$ cat src/rtl/glitch_latch_pkg.sv
`timescale 1ns/1ps
package glitch_latch_pkg;

  typedef enum logic [1:0] {
    CM_GLITCH = 2'd0,
    CM_AND    = 2'd1,
    CM_OR     = 2'd2,
    CM_RSVD   = 2'd3
  } comb_mode_e;

  // saturating transition counter step: 0,1,2 where 2 means "two or more"
  function automatic logic [1:0] trans_step(input logic [1:0] cnt, input logic edge_seen);
    logic [2:0] sum;
    sum = {1'b0, cnt} + {2'b00, edge_seen};
    trans_step = (sum >= 3'd2) ? 2'd2 : sum[1:0];
  endfunction

  function automatic logic trig_combine(input logic [1:0] mode, input logic hit,
                                        input logic match);
    case (comb_mode_e'(mode))
      CM_AND:  trig_combine = hit & match;
      CM_OR:   trig_combine = hit | match;
      default: trig_combine = hit;
    endcase
  endfunction

endpackage

$ cat src/rtl/glitch_latch_chan.sv
`timescale 1ns/1ps
module glitch_latch_chan
  import glitch_latch_pkg::*;
(
  input  logic clk,
  input  logic rst,
  input  logic din,
  input  logic last,
  output logic glitch_now
);
  logic       prev_q;
  logic [1:0] cnt_q;
  logic       edge_seen;
  logic [1:0] total;

  assign edge_seen  = din ^ prev_q;
  assign total      = trans_step(cnt_q, edge_seen);
  assign glitch_now = (total == 2'd2);

  always_ff @(posedge clk) begin
    if (rst) begin
      prev_q <= 1'b0;
      cnt_q  <= 2'd0;
    end else begin
      prev_q <= din;
      cnt_q  <= last ? 2'd0 : total;
    end
  end
endmodule

$ cat src/rtl/glitch_latch_timer.sv
`timescale 1ns/1ps
module glitch_latch_timer #(
  parameter int SUBS = 4,
  parameter int AW   = 6
) (
  input  logic          clk,
  input  logic          rst,
  output logic          last,
  output logic [AW-1:0] wr_addr
);
  localparam int SW = (SUBS > 1) ? $clog2(SUBS) : 1;
  localparam logic [SW-1:0] LAST_IDX = SW'(SUBS - 1);

  logic [SW-1:0] sub_q;

  assign last = (sub_q == LAST_IDX);

  always_ff @(posedge clk) begin
    if (rst) begin
      sub_q   <= '0;
      wr_addr <= '0;
    end else begin
      sub_q <= last ? '0 : sub_q + 1'b1;
      if (last) wr_addr <= wr_addr + 1'b1;
    end
  end
endmodule

$ cat src/rtl/glitch_latch_mem.sv
`timescale 1ns/1ps
module glitch_latch_mem #(
  parameter int NCH = 8,
  parameter int AW  = 6
) (
  input  logic           clk,
  input  logic           we,
  input  logic [AW-1:0]  waddr,
  input  logic [NCH-1:0] wdata,
  input  logic [AW-1:0]  raddr,
  output logic [NCH-1:0] rdata
);
  localparam int DEPTH = 1 << AW;

  logic [NCH-1:0] store [DEPTH];

  always_ff @(posedge clk) begin
    if (we) store[waddr] <= wdata;
  end

  assign rdata = store[raddr];
endmodule

$ cat src/rtl/glitch_latch.sv
`timescale 1ns/1ps
module glitch_latch
  import glitch_latch_pkg::*;
#(
  parameter int NCH  = 8,
  parameter int SUBS = 4,
  parameter int AW   = 6
) (
  input  logic           clk,
  input  logic           rst,
  input  logic [NCH-1:0] chan_in,
  input  logic [NCH-1:0] chan_en,
  input  logic [1:0]     comb_mode,
  input  logic           word_match,
  output logic [NCH-1:0] glitch_flags,
  output logic           sample_stb,
  output logic           glitch_trig,
  output logic [AW-1:0]  wr_addr,
  input  logic [AW-1:0]  rd_addr,
  output logic [NCH-1:0] rd_flags
);
  // named internal events, visible to the bound checker
  logic           ivl_end;
  logic [NCH-1:0] det_vec;
  logic           en_hit;

  glitch_latch_timer #(.SUBS(SUBS), .AW(AW)) u_timer (
    .clk     (clk),
    .rst     (rst),
    .last    (ivl_end),
    .wr_addr (wr_addr)
  );

  for (genvar i = 0; i < NCH; i++) begin : g_chan
    glitch_latch_chan u_chan (
      .clk        (clk),
      .rst        (rst),
      .din        (chan_in[i]),
      .last       (ivl_end),
      .glitch_now (det_vec[i])
    );
  end

  assign en_hit = |(det_vec & chan_en);

  glitch_latch_mem #(.NCH(NCH), .AW(AW)) u_mem (
    .clk   (clk),
    .we    (ivl_end),
    .waddr (wr_addr),
    .wdata (det_vec),
    .raddr (rd_addr),
    .rdata (rd_flags)
  );

  always_ff @(posedge clk) begin
    if (rst) begin
      glitch_flags <= '0;
      sample_stb   <= 1'b0;
      glitch_trig  <= 1'b0;
    end else begin
      sample_stb  <= ivl_end;
      glitch_trig <= ivl_end & trig_combine(comb_mode, en_hit, word_match);
      if (ivl_end) glitch_flags <= det_vec;
    end
  end
endmodule

$ cat config.mk
export PLATFORM = sky130hd
export DESIGN_NAME = glitch_latch
export DESIGN_NICKNAME = d
export VERILOG_FILES = /design/src/rtl/glitch_latch_pkg.sv /design/src/rtl/glitch_latch_chan.sv /design/src/rtl/glitch_latch_timer.sv /design/src/rtl/glitch_latch_mem.sv /design/src/rtl/glitch_latch.sv
export SDC_FILE = /design/constraint.sdc
export NUM_CORES = 1
export LEC_CHECK = 0
export BUFFER_PORTS_ARGS = -buffer_cell sky130_fd_sc_hd__clkbuf_2
export CORE_ASPECT_RATIO = 2
export CORE_UTILIZATION = 28
export DETAILED_ROUTE_END_ITERATION = 6
export HOLD_SLACK_MARGIN = 0.15
export MAX_ROUTING_LAYER = met4
export PLACE_DENSITY_LB_ADDON = 0.08
export REMOVE_ABC_BUFFERS = 1
export SLEW_MARGIN = 20
export SYNTH_ARGS = -nofsm -noshare
export SYNTH_HDL_FRONTEND = slang
export SYNTH_SLANG_ARGS = --single-unit
$ cat constraint.sdc
create_clock -name clk -period 11.95 [get_ports clk]
set_clock_uncertainty 0.2 [all_clocks]
set_input_delay 0 -clock clk [delete_from_list [all_inputs] [get_ports clk]]
set_output_delay 0 -clock clk [all_outputs]
set_load 0.005 [all_outputs]
**Yosys cells after proc, flatten, opt, wreduce, memory -nomap -nowiden**

Memories as Yosys holds them, arrays and structs flattened.
Cells that the tools add are included.

- Word-level logic and storage cells: 77
- Register bits: 42
- Output and inout bits: 24
- Memories: 1
- Bits in writable memories: 512

- Add/subtract/negate cells: 10
- Reduce and logical (&&, ||, !) cells: 2
- Multiplexer cells: 12
- Equal/unequal tests: 11
- $lt $le $gt $ge: 8
- Bitwise operators: 12

Memories:

| name | words | width | read ports | clocked after memory_dff | wr ports | RTL line | source |
|---|---|---|---|---|---|---|---|
| u_mem.store | 64 | 8 | 1 | 0 | 1 | glitch_latch_mem.sv:15 | `logic [NCH-1:0] store [DEPTH];` |

Operators by type and width:

| cell | count |
|---|---|
| 2-bit by 1-bit adder with 3-bit output | 8 |
| 3-bit by 2-bit greater-or-equal comparator with 1-bit output, second input constant | 8 |
| 2-bit == test, second input constant | 10 |
| 2-bit 2-to-1 mux | 8 |
| 8-bit bitwise AND | 1 |
| 8-bit OR reduction | 1 |
| 1-bit bitwise XOR | 8 |
| 6-bit by 1-bit adder with 6-bit output, second input constant | 1 |
| 1-bit 2-to-1 mux | 3 |
| 2-bit by 1-bit adder with 2-bit output, second input constant | 1 |
| 1-bit bitwise AND | 2 |
| 2-bit by 1-bit == test with 1-bit output, second input constant | 1 |
| 1-bit one-hot mux with 2 select lines | 1 |
| 2-bit OR reduction | 1 |
| 1-bit bitwise OR | 1 |

**Depth between registers and ports, before layout**

Gate-level depths: netlist of the first run.

- Depth after elaboration: 11
- Gate-level depth with buffers: 9
- Mapped depth without buffers: 9

**Modules after synthesis**

Synthesis of the first run repeated with hierarchy kept, for this count alone.

- Cells, all modules: 1117
- Area total of the unflattened synthesis: 21919.8 sq um

By module, submodules not included:

| module | seq. area each (sq um) | area each (sq um) | cells each | instances |
|---|---|---|---|---|
| glitch_latch_mem | 15374.7 | 20006.7 | 932 | 1 |
| glitch_latch_chan | 60.1 | 142.6 | 14 | 8 |
| glitch_latch | 200.2 | 444.2 | 42 | 1 |
| glitch_latch_timer | 160.2 | 327.8 | 31 | 1 |

**Worst setup path before layout of the first run**

Ideal clock, no wire load.

- Kind: reg2reg
- Start point: register g_chan[2].u_chan.prev_q
- End point: register glitch_trig
- Buffers on the path: 0
- Required time: 11.674 ns
- Period minus slack after synthesis: 4.509 ns
- Stages on the path, launching flop included: 10
- Path slack: 7.441 ns
- Arrival time: 4.233 ns
- Cells stage by stage: dfxtp_1 xor2_1 ha_1 inv_1 ha_1 inv_1 o21ai_0 a2111o_1 o31ai_1 a21boi_0

- Longest elaborated chain between the ends: 11

RTL lines:

| item | RTL line | source |
|---|---|---|
| start, declared | glitch_latch_chan.sv:11 | `logic prev_q;` |
| start signal, assigned | glitch_latch_chan.sv:25 | `prev_q <= din;` |
| 1-bit bitwise XOR * | glitch_latch_chan.sv:16 | `assign edge_seen = din ^ prev_q;` |
| 2-bit by 1-bit adder with 3-bit output * | glitch_latch_pkg.sv:14 | `sum = {1'b0, cnt} + {2'b00, edge_seen};` |
| 3-bit by 2-bit greater-or-equal comparator with 1-bit output | glitch_latch_pkg.sv:15 | `trans_step = (sum >= 3'd2) ? 2'd2 : sum[1:0];` |
| 2-bit 2-to-1 mux * | glitch_latch_pkg.sv:15 |  |
| 2-bit == test * | glitch_latch_chan.sv:18 | `assign glitch_now = (total == 2'd2);` |
| via g_chan[2].u_chan.glitch_now | glitch_latch_chan.sv:9 | `output logic glitch_now` |
| 8-bit bitwise AND * | glitch_latch.sv:44 | `assign en_hit = \|(det_vec & chan_en);` |
| 8-bit OR reduction * | glitch_latch.sv:44 |  |
| 1-bit bitwise OR / 1-bit bitwise AND (equally long branches) | glitch_latch_pkg.sv:22, glitch_latch_pkg.sv:21 |  |
| 1-bit one-hot mux with 2 select lines * | glitch_latch_pkg.sv:20 | `case (comb_mode_e'(mode))` |
| 1-bit 2-to-1 mux * | glitch_latch.sv:56 | `if (rst) begin` |
| 1-bit bitwise AND * | glitch_latch.sv:62 | `glitch_trig <= ivl_end & trig_combine(comb_mode, en_hit, word_match);` |
| end signal, assigned | glitch_latch.sv:62 |  |
| end, declared | glitch_latch.sv:17 | `output logic glitch_trig,` |

The timed path passes the listed nets; every way through them passes the cells marked *. The select of a mux whose other input is x is not followed.
A chain may end at the register's enable or synchronous reset.

**Worst setup path in the final report of the first run**

- Start point: register g_chan[6].u_chan.prev_q
- End point: register glitch_trig

- Longest elaborated chain between the ends: 11

RTL lines:

| item | RTL line |
|---|---|
| start, declared | glitch_latch_chan.sv:11 |
| start signal, assigned | glitch_latch_chan.sv:25 |
| 1-bit bitwise XOR * | glitch_latch_chan.sv:16 |
| 2-bit by 1-bit adder with 3-bit output * | glitch_latch_pkg.sv:14 |
| 3-bit by 2-bit greater-or-equal comparator with 1-bit output | glitch_latch_pkg.sv:15 |
| 2-bit 2-to-1 mux * | glitch_latch_pkg.sv:15 |
| 2-bit == test * | glitch_latch_chan.sv:18 |
| via g_chan[6].u_chan.glitch_now | glitch_latch_chan.sv:9 |
| 8-bit bitwise AND * | glitch_latch.sv:44 |
| 8-bit OR reduction * | glitch_latch.sv:44 |
| 1-bit bitwise OR / 1-bit bitwise AND (equally long branches) | glitch_latch_pkg.sv:22, glitch_latch_pkg.sv:21 |
| 1-bit one-hot mux with 2 select lines * | glitch_latch_pkg.sv:20 |
| 1-bit 2-to-1 mux * | glitch_latch.sv:56 |
| 1-bit bitwise AND * | glitch_latch.sv:62 |

Marked as above.

==> metrics.txt, run 1 <==
outcome=completed; DR iter-0 viols=roughly 600; clock power share=around a third; detailed-route DRC error count=0; CTS sink count=~550; Worst setup SP type=flip-flop; leading area contributor after synthesis=edfxtp_1; Clk Latency, worst-skew pair=about 600 ps; IO buf count=50; Final Setup Violations=0; area share of the largest cell type after synthesis=between 70% and 80%; Die Span X=between 150 and 200 µm; Vias/cell=4.67; relative slew slack=a little over a quarter; Register-to-Register Path Depth=12; Hold Path Depth=1; Hold Vio Cnt, Final=0; Final min period=4250 ps; CP required=12270 ps; Fillers=between 7000 and 8000; Pwr Density=roughly 190 nW/µm²; Synth async-reset ratio=0%; IO Count=between 50 and 60; clock root buffer=clkbuf_16; Flop pwr share=about half; DIE AREA=78900 µm²; gate count after technology mapping=about 1100; CTS tree=done; vias in the first global route=11500; synthesis-to-layout area growth=15.5%; register area share after synthesis=74.5%; number of synthesized flops with an enable pin=between 500 and 600; count of different cell masters after synthesis=47; Max H-tree Level=2; synthesized area=approximately 22000 µm²; CP arrival=between 4000 and 5000 ps; RSZ-0062 raised after global routing=false; final RePlAce weighted congestion=0.738; first-pass GRT wire length=just under 90000 µm; Max-Cap Viols=0; Hold EP=u_timer.sub_q[0]; Crit Path Max Fanout=38; Final HPWL DP=around 40000 µm; dominant cells by area after synthesis=edfxtp_1 (71%), mux4_2 (13%), dfxtp_1 (3.9%); YS warnings=0; Core Rows=around 140; Max IR drop VDD=slightly above 0.0002 V; pin count of the biggest net entering global routing=87; DR WL/cell=27.6 µm; gr usage total=16.7%; worst reg2reg endpoint=glitch_trig; Crit Reg-Reg Startpoint=g_chan[6].u_chan.prev_q; worst hold path startpoint=u_timer.sub_q[0]; layout net count=roughly 1200; FMAX=~240 MHz; Worst-Margin Slew=roughly 1100 ps; combinational share of power=13.6%; final worst-path cycle share=a little over a third; share of cells above drive strength 1=about a quarter; DR pass1 iterations=4; CTS max path bufs=3; CTS buffer count=52; Starting Density=between 20% and 30%; Most used DFF post-synth=edfxtp_1; Die H=approximately 400 µm; static leakage=around 8 nW; initial antenna violation count=1; Worst R2R Setup Slack=~7700 ps; mean post-synth cell area=slightly below 20 µm²; Worst-path clk slew=70 ps; final wirelength=about 62000 µm; internal power=between 3 and 4 mW; Congestion Overflow GR=0; setup bufs post-CTS=0; routed vias=roughly 11000; sw frac=a little over a quarter; Worst Setup End Kind=flip-flop; sw power=1.27 mW; Post-CTS Resized=0; Final Max Tran Viols=0; number of synthesized register bits=between 500 and 600; core area=about 77000 µm²; Post-DRT Antenna Nets=0; min-delay worst type=flip-flop to flip-flop; Crit Path Class=flip-flop to flip-flop; Setup TNS=0 ps; worst hold margin=between 200 and 250 ps
how the worst max path moves through the flow:
stage                                  from     endpoint  slack (ps)
global route        g_chan[6].u_chan.prev_q  glitch_trig        7410
finish              g_chan[6].u_chan.prev_q  glitch_trig        7700
floorplan           g_chan[2].u_chan.prev_q  glitch_trig        7440
CTS                 g_chan[6].u_chan.prev_q  glitch_trig        7640
detailed placement               rd_addr[1]  rd_flags[7]        8540
global placement                 rd_addr[1]  rd_flags[7]        8510
sequential cells by signal (all words and copies together), names as in the netlist:
signal                cells
sample_stb                1
g_chan.u_chan.cnt_q      16
u_timer.sub_q             2
u_timer.wr_addr           6
g_chan.u_chan.prev_q      8
u_mem.store             512
glitch_trig               1
glitch_flags              8
Yosys cell counts, drive strengths merged, types with 2 or more instances:
master,number
o21ai,19
or3,3
a21oi,14
o22ai,15
mux2,3
and2,3
a22o,7
clkbuf,25
nand3,10
nand2,20
a21boi,4
a311oi,3
or2,3
dfxtp,42
a22oi,2
a211oi,6
buf,35
mux4,130
o221ai,11
nor2,82
ha,20
edfxtp,512
xor2,11
a221oi,5
nor3,4
nor2b,20
nand3b,2
nand2b,10
inv,26
nand4,5
o211ai,3
and3,8
mux2i,28
metrics by stage:
stage	cell area [µm²]	total power, mW	setup WS [ps]	utilization, %	std cells
2_1_floorplan	21400	2.81	7440	-	1039
3_3_place_gp	23200	3.16	8510	30.1	2129
3_5_place_dp	23200	3.18	8540	30.1	2129
4_1_cts	25100	4.89	7640	32.7	2254
5_1_grt	25100	4.97	7410	32.7	2255
6_report	25100	4.79	7700	32.7	2255
cells by family (layout without fill, tap and decap cells):
kind of cell,Yosys count,after routing,share of synthesized area (%)
compound gates,95,95,2.99
other cells,0,1,0
flops,554,554,74.5
simple gates,171,171,3.68
fa+ha+maj,20,20,1.15
xor+xnor,12,12,0.483
mux,161,161,15.0
buf+inv,86,219,2.18
power by group through the flow:
stage | combinational [mW] | sequential, mW | clock (mW)
after floorplan | 0.282 | 2.53 | 0
after CTS | 0.696 | 2.45 | 1.74
final | 0.652 | 2.45 | 1.69
after global routing | 0.718 | 2.45 | 1.80
after global placement | 0.667 | 2.49 | 0
after detailed placement | 0.683 | 2.49 | 0
metal layers:
layer  routed length [µm]  GRT usage [%]
met1                22700           17.5
met3                 1740           1.90
met5                    0              -
met2                35000           30.8
met4                 2770           7.42
cell type report:
cell class,instances,area (µm²),area share (%)
sequential,554,16200,64.5
antenna,1,2.50,0.00995
multi-input combinational,459,5150,20.5
timing repair buffer,97,706,2.81
tap,1022,1280,5.09
clock buffer,62,1360,5.41
inverter,26,97.6,0.388
clock inverter,34,332,1.32
worst max-delay path, cell delays in order (launching register included):
cell           delay, ps
dfxtp_1              320
xor2_1               230
ha_1                 190
inv_1                 40
ha_1                 260
inv_1                 60
o21ai_4              690
buf_4                550
a22o_1               230
o31ai_1               60
dlygate4sd3_1        550
a21boi_0             170
dlygate4sd3_1        570
cells in the final DEF, fill, tap and decap left out, types with 6 or more instances in the layout:
master,netlist,routed
nand3_1,10,10
nor2b_1,20,20
mux4_1,6,6
clkbuf_1,25,9
buf_4,10,18
o221ai_1,11,11
clkinv_2,0,11
nand2_1,20,17
nor2_1,82,81
clkbuf_2,0,47
ha_1,20,20
dfxtp_1,42,42
mux4_2,124,124
edfxtp_1,512,512
a211oi_1,6,6
and3_1,8,8
xor2_1,11,11
clkbuf_16,0,53
mux2i_1,28,28
clkinv_1,0,9
dlygate4sd3_1,0,29
o21ai_1,8,8
a21oi_1,14,14
nand2b_1,10,10
inv_1,26,26
bufinv_16,0,6
o22ai_1,15,15
o21ai_0,11,6
a22o_1,7,7
timing repair:
action	4_1_cts	5_1_grt
hold buffers	29	0
hold endpoints to repair	40	0
setup endpoints to repair	0	0
No activity file was read; power rests on OpenSTA's default activity.
==> inputs of run 2 (changes only) <==
--- a/config.mk
+++ b/config.mk
@@ -5,6 +5,7 @@
 export SDC_FILE = /design/constraint.sdc
 export NUM_CORES = 1
 export LEC_CHECK = 0
+export ABC_AREA = 1
 export BUFFER_PORTS_ARGS = -buffer_cell sky130_fd_sc_hd__clkbuf_2
 export CORE_ASPECT_RATIO = 2
 export CORE_UTILIZATION = 28
==> constraint.sdc (replaced) <==
create_clock -name clk -period 3.7 [get_ports clk]
set_clock_uncertainty 0.2 [all_clocks]
set_input_delay 0 -clock clk [delete_from_list [all_inputs] [get_ports clk]]
set_output_delay 0 -clock clk [all_outputs]
set_load 0.005 [all_outputs]
==> metrics.txt, run 2 <==
initial antenna violation count=0 (-1); Setup TNS=0 ps (unchanged); Crit Path Max Fanout=66 (+74%); Max IR drop VDD=0.000430 V (+110%); clock root buffer=clkbuf_16; Worst-path clk slew=70 ps (about the same); Final min period=2800 ps (-1450 ps); number of synthesized register bits=554 (unchanged); mean post-synth cell area=11.2 µm² (-43%); final worst-path cycle share=75.7% (+40 points); DR WL/cell=22.1 µm (-20%); Vias/cell=4.63 (-0.99%); share of cells above drive strength 1=9.25% (-14 points); Max-Cap Viols=0 (unchanged); Die H=407 µm (+2.7%); Starting Density=28.3% (about the same); Worst R2R Setup Slack=900 ps (-6800 ps); IO buf count=50 (unchanged); Clk Latency, worst-skew pair=600 ps (about the same); Final HPWL DP=45200 µm (+13%); Post-DRT Antenna Nets=0 (unchanged); final RePlAce weighted congestion=0.856 (+16%); Core Rows=148 (+2.8%); Die Span X=205 µm (+2.7%); first-pass GRT wire length=103000 µm (+17%); Worst Setup End Kind=flip-flop; RSZ-0062 raised after global routing=false; synthesized area=23000 µm² (+5.6%); Fillers=8160 (+10%); Final Setup Violations=0 (unchanged); vias in the first global route=15300 (+33%); Final Max Tran Viols=0 (unchanged); gate count after technology mapping=2043 (+86%); commonest non-fill, non-tap cell in the layout=nand2_1; detailed-route DRC error count=0 (unchanged); routed vias=14900 (+41%); final core utilization=32.6% (-0.035 points); DR pass1 iterations=4 (unchanged); count of different cell masters after synthesis=24 (-49%); relative slew slack=34.0% (+6.7 points); Synth async-reset ratio=0% (unchanged); Diodes inserted=0 (-1); Placed Instance Area=24400 µm² (+5.6%); DIE AREA=83300 µm² (+5.5%); Crit Path Class=flip-flop to flip-flop; layout net count=2170 (+75%); leading area contributor after synthesis=edfxtp_1; CTS max path bufs=3 (unchanged); register with the most flip-flops=u_mem.store; Hold Vio Cnt, Final=0 (unchanged); CP required=4030 ps (-8240 ps); total power draw=16.5 mW (+250%); most common cell in the netlist=nand2_1; Regs by FF count=u_mem.store: 512 flops, g_chan.u_chan.cnt_q: 16 flops; dominant cells by area after synthesis=edfxtp_1 (67%), nand2_1 (11%), nand3_1 (9.8%); CTS sink count=554 (unchanged); Worst-Margin Slew=987 ps (-100 ps); final wirelength=70800 µm (+14%); register area share after synthesis=70.6% (-3.9 points); FMAX=357 MHz (+52%); most common library cells after synthesis=nand2_1 (694), edfxtp_1 (512), nand3_1 (449); max reg flops=512 (unchanged); CP arrival=3130 ps (-1440 ps); Congestion Overflow GR=0 (unchanged); CTS tree=done; gr usage total=17.6% (+0.96 points); Most used DFF post-synth=edfxtp_1; number of synthesized flops with an enable pin=512 (unchanged); pin count of the biggest net entering global routing=118 (+36%); area share of the largest cell type after synthesis=66.9% (-3.7 points); Max H-tree Level=2 (unchanged); Worst setup SP type=flip-flop; DR iter-0 viols=813 (+35%); static leakage=9.80 nW (+23%); min-delay worst type=primary input to flip-flop; commonest cells after routing, fill and taps aside=nand2_1 (694), edfxtp_1 (512), nand3_1 (449); outcome=completed; IO Count=51 (unchanged); Post-CTS Resized=0 (unchanged); Final Cell Area=26500 µm² (+5.6%); Pwr Density=624 nW/µm² (+230%); synthesis-to-layout area growth=15.5% (about the same); YS warnings=0 (unchanged); CTS buffer count=52 (unchanged); core area=81300 µm² (+5.7%)
-- run 2: logic make-up (layout without fill, tap and decap cells) --
family / after synthesis / count (layout) / share of synthesized area (%)
simple gates: 1252 / 1252 / 22.9
flops: 554 / 554 / 70.6
buf+inv: 186 / 304 / 4.39
fa+ha+maj: 23 / 23 / 1.25
compound gates: 20 / 20 / 0.539
xor+xnor: 8 / 8 / 0.305
-- run 2: worst max-delay path: stages, from the launching register on --
cell and delay, ps:
dfxtp_1 320, xor2_1 160, ha_1 160, inv_1 40, ha_1 260, inv_1 70
o21ai_4 140, buf_12 360, nand2_1 90, nand3_1 90, nor2_1 50, nand2_1 50
nand2_1 40, a21oi_1 110, dlygate4sd3_1 550
-- run 2: final timing paths --
check                                   endpoint                     from  cells after the start
worst max-delay path                 glitch_trig  g_chan[2].u_chan.prev_q                     14
worst min-delay path                 glitch_trig               chan_en[0]                      8
worst max register to register       glitch_trig  g_chan[2].u_chan.prev_q                     14
worst min register to register  u_timer.sub_q[0]         u_timer.sub_q[0]                      1
-- run 2: stage by stage --
stage	hold WS, ps	setup WS (ps)	instances
CTS	156	823	3211
finish	200	899	3211
detailed placement	20.5	934	3087
floorplan	-129	-769	1929
global route	268	669	3211
global placement	18.5	956	3087
-- run 2: cell type report --
| cell class | instances | area, µm² | share of cell area (%) |
|---|---|---|---|
| inverter | 72 | 280 | 1.06 |
| clock inverter | 33 | 437 | 1.65 |
| sequential | 554 | 16200 | 61.1 |
| tap | 1050 | 1310 | 4.95 |
| timing repair buffer | 137 | 1140 | 4.29 |
| multi-input combinational | 1303 | 5790 | 21.8 |
| clock buffer | 62 | 1360 | 5.13 |
-- run 2: layer usage --
metal	up-vias	GRT usage [%]	routed length [µm]
li1	7188	-	-
met1	7277	18.7	26400
met2	283	33.3	40200
met3	104	1.74	2040
met4	0	5.92	2210
met5	-	-	0
-- run 2: where the power goes --
part	switching, mW	internal [mW]
Clock	2.44	3.33
Sequential	0.0259	7.96
Combinational	2.22	0.565
-- run 2: repair_timing --
item | in CTS | in global routing
hold endpoints to repair | 50 | 0
setup buffers | 0 | 0
hold buffers | 29 | 0
endpoints found under the setup margin | 0 | 0
==> inputs of run 3 (changes only) <==
--- a/config.mk
+++ b/config.mk
@@ -5,7 +5,7 @@
 export SDC_FILE = /design/constraint.sdc
 export NUM_CORES = 1
 export LEC_CHECK = 0
-export ABC_AREA = 1
+export ABC_AREA = 0
 export BUFFER_PORTS_ARGS = -buffer_cell sky130_fd_sc_hd__clkbuf_2
 export CORE_ASPECT_RATIO = 2
 export CORE_UTILIZATION = 28
==> constraint.sdc (replaced) <==
create_clock -name clk -period 2.49 [get_ports clk]
set_clock_uncertainty 0.2 [all_clocks]
set_input_delay 0 -clock clk [delete_from_list [all_inputs] [get_ports clk]]
set_output_delay 0 -clock clk [all_outputs]
set_load 0.005 [all_outputs]
==> metrics.txt, run 3 (same netlist as run 1, synthesis figures left out) <==
outcome=complete, but fails checks; failing checks=setup timing; relative slew slack=54.0% (+20 points); FMAX=367 MHz; clock power share=34.2% (-0.7 points); Max H-tree Level=2 (unchanged); static leakage=8.82 nW (-10%); CTS buffer count=53 (+1.9%); GRT Max-Usage Layer=met2; CTS max path bufs=3 (unchanged); clock root buffer=clkbuf_16; Crit Path Max Fanout=1 (-98%); Final Max Tran Viols=0 (unchanged); final RePlAce weighted congestion=0.768 (-10%); DR pass1 iterations=4 (unchanged); gr usage total=16.6% (-1.1 points); IO buf count=50 (unchanged); Final min period=about 2700 ps; Setup TNS=-487 ps (-487 ps); total power draw=23.1 mW (+40%); internal power=17.1 mW (+44%); Worst-path clk slew=60 ps (about the same); Flop pwr share=50.7% (+2.4 points); setup ws final=-234 ps (-1130 ps); Placed Instance Area=24400 µm² (-0.15%); Max-Cap Viols=0 (unchanged); Die H=396 µm (-2.7%); final core utilization=34.7% (+2.1 points); CTS sink count=554 (unchanged); layout net count=1396 (-36%); Final HPWL DP=42800 µm (-5.3%); Post-DRT Antenna Nets=0 (unchanged); Slowest Stage Delay on Critical Path=530 ps (-20 ps); Pwr Density=866 nW/µm² (+39%); RSZ-0062 raised after global routing=true; Final Setup Violations=5 (+5); Layout Cells excl Fill=2406 (-25%); Register-to-Register Path Depth=5 (-9); detailed-route DRC error count=0 (unchanged); Crit Path Class=flip-flop to output pin; CP required=2290 ps (-1740 ps); Hold Path Depth=5 (-3); worst path cell trace=mux4_2 -> mux4_2 -> o21ai_1 -> o22ai_4 -> clkbuf_2; DIE AREA=78900 µm² (-5.3%); M2 GR Usage=31.3% (-2.1 points); first-pass GRT wire length=88500 µm (-14%); final worst-path cycle share=109%; Hold Vio Cnt, Final=0 (unchanged); Most common cell on crit path=mux4_2; sw power=6.02 mW (+29%); share of cells above drive strength 1=34.2% (+25 points); Worst-Margin Slew=689 ps (-298 ps); DR WL/cell=25.6 µm (+16%); CTS tree=done; synthesis-to-layout area growth=22.7%; pre-CTS setup slack=25.0 ps (-909 ps); routed vias=11200 (-25%); min-delay worst type=primary input to flip-flop; max reg flops=512 (unchanged); placed instance count=2283 (-26%); Hold EP=glitch_trig; final wirelength=61700 µm (-13%); Worst Setup End Kind=output pin; pin count of the biggest net entering global routing=66 (-44%); Worst R2R Setup Slack=200 ps (-700 ps); IO Count=51 (unchanged); Core Rows=144 (-2.7%); commonest non-fill, non-tap cell in the layout=edfxtp_1; commonest cells after routing, fill and taps aside=edfxtp_1 (512), buf_4 (162), mux4_2 (127); Congestion Overflow GR=0 (unchanged); DR iter-0 viols=732 (-10%); register with the most flip-flops=u_mem.store; Final Cell Area=26700 µm² (+0.59%); Diodes inserted=0 (unchanged); core area=76900 µm² (-5.4%); GRT met3 Usage=1.84% (+0.10 points); met1 Usage GRT=17.1% (-1.6 points); CP max-delay cell=mux4_2; CP arrival=2520 ps (-610 ps); initial antenna violation count=0 (unchanged); worst hold path startpoint=chan_en[4]; Starting Density=28.3% (about the same); Crit Reg-Reg Startpoint=u_timer.sub_q[0]; combinational share of power=15.1% (-1.7 points); worst hold margin=221 ps (+21.1 ps); Regs by FF count=u_mem.store: 512 flops, g_chan.u_chan.cnt_q: 16 flops; Worst setup SP type=flip-flop; sw frac=26.1% (-2.3 points); vias in the first global route=12200 (-21%); worst reg2reg endpoint=u_mem.store[0][2]; Vias/cell=4.63 (+0.20%); Max IR drop VDD=0.000727 V (+69%); Clk Latency, worst-skew pair=580 ps (-20 ps); Die Span X=199 µm (-2.7%)
-- run 3: changes by cell type in the layout (fill, tap and decap cells not counted), sizes merged, moves of 8 or more --
| cell | change |
|---|---|
| and3 | +8 |
| inv | -49 |
| nand2 | -674 |
| nor2 | -21 |
| o221ai | +11 |
| nor2b | +20 |
| o21ai | +12 |
| o22ai | +15 |
| mux2i | +28 |
| buf | +116 |
| a21oi | +8 |
| nand2b | +10 |
| mux4 | +130 |
| nand3 | -439 |
-- run 3: final cells by class --
cell class,count,area (µm²)
flip-flops and latches,554,16200
fillers,7375,50200
clock inverters,25,223
clock buffers,65,1410
multi-input cells,459,5440
well taps,1022,1280
repair buffers,255,2020
inverters,26,97.6
-- run 3: worst max-delay path, delay by kind of cell, from the launching register on --
kind	cells	cell delay [ps]
buf+inv	1	130
mux	2	1040
compound gates	2	390
flops	1	380
-- run 3: worst max-delay path by stage --
stage                                        from          end
after floorplan           g_chan[2].u_chan.prev_q  glitch_trig
after global placement                 rd_addr[0]  rd_flags[4]
after detailed placement  g_chan[5].u_chan.prev_q  glitch_trig
after CTS                      u_mem.store[31][4]  rd_flags[4]
after global routing           u_mem.store[31][4]  rd_flags[4]
final                          u_mem.store[48][4]  rd_flags[4]
-- run 3: what timing repair did --
item | CTS | global route
cloned | 0 | 0
hold endpoints to repair | 85 | 0
pin swaps | 15 | 8
resized for setup | 54 | 12
setup buffers | 0 | 1
endpoints found under the setup margin | 9 | 10
hold buffers | 33 | 0
-- run 3: routing by layer --
layer  up-vias  routed length, µm  share of wire (%)
li1       4953                  -                  -
met1      5917              22400                 36
met2       195              35200                 57
met3        86               1780                2.9
met4         0               2280                3.7
met5         -                  0                  0
-- run 3: power groups by stage --
stage | Sequential [mW] | Combinational [mW] | Clock [mW]
after floorplan | 12.1 | 1.35 | 0
after global placement | 11.9 | 3.44 | 0
after detailed placement | 11.9 | 3.54 | 0
after CTS | 11.7 | 3.65 | 8.20
after global routing | 11.7 | 3.84 | 8.42
final | 11.7 | 3.49 | 7.90
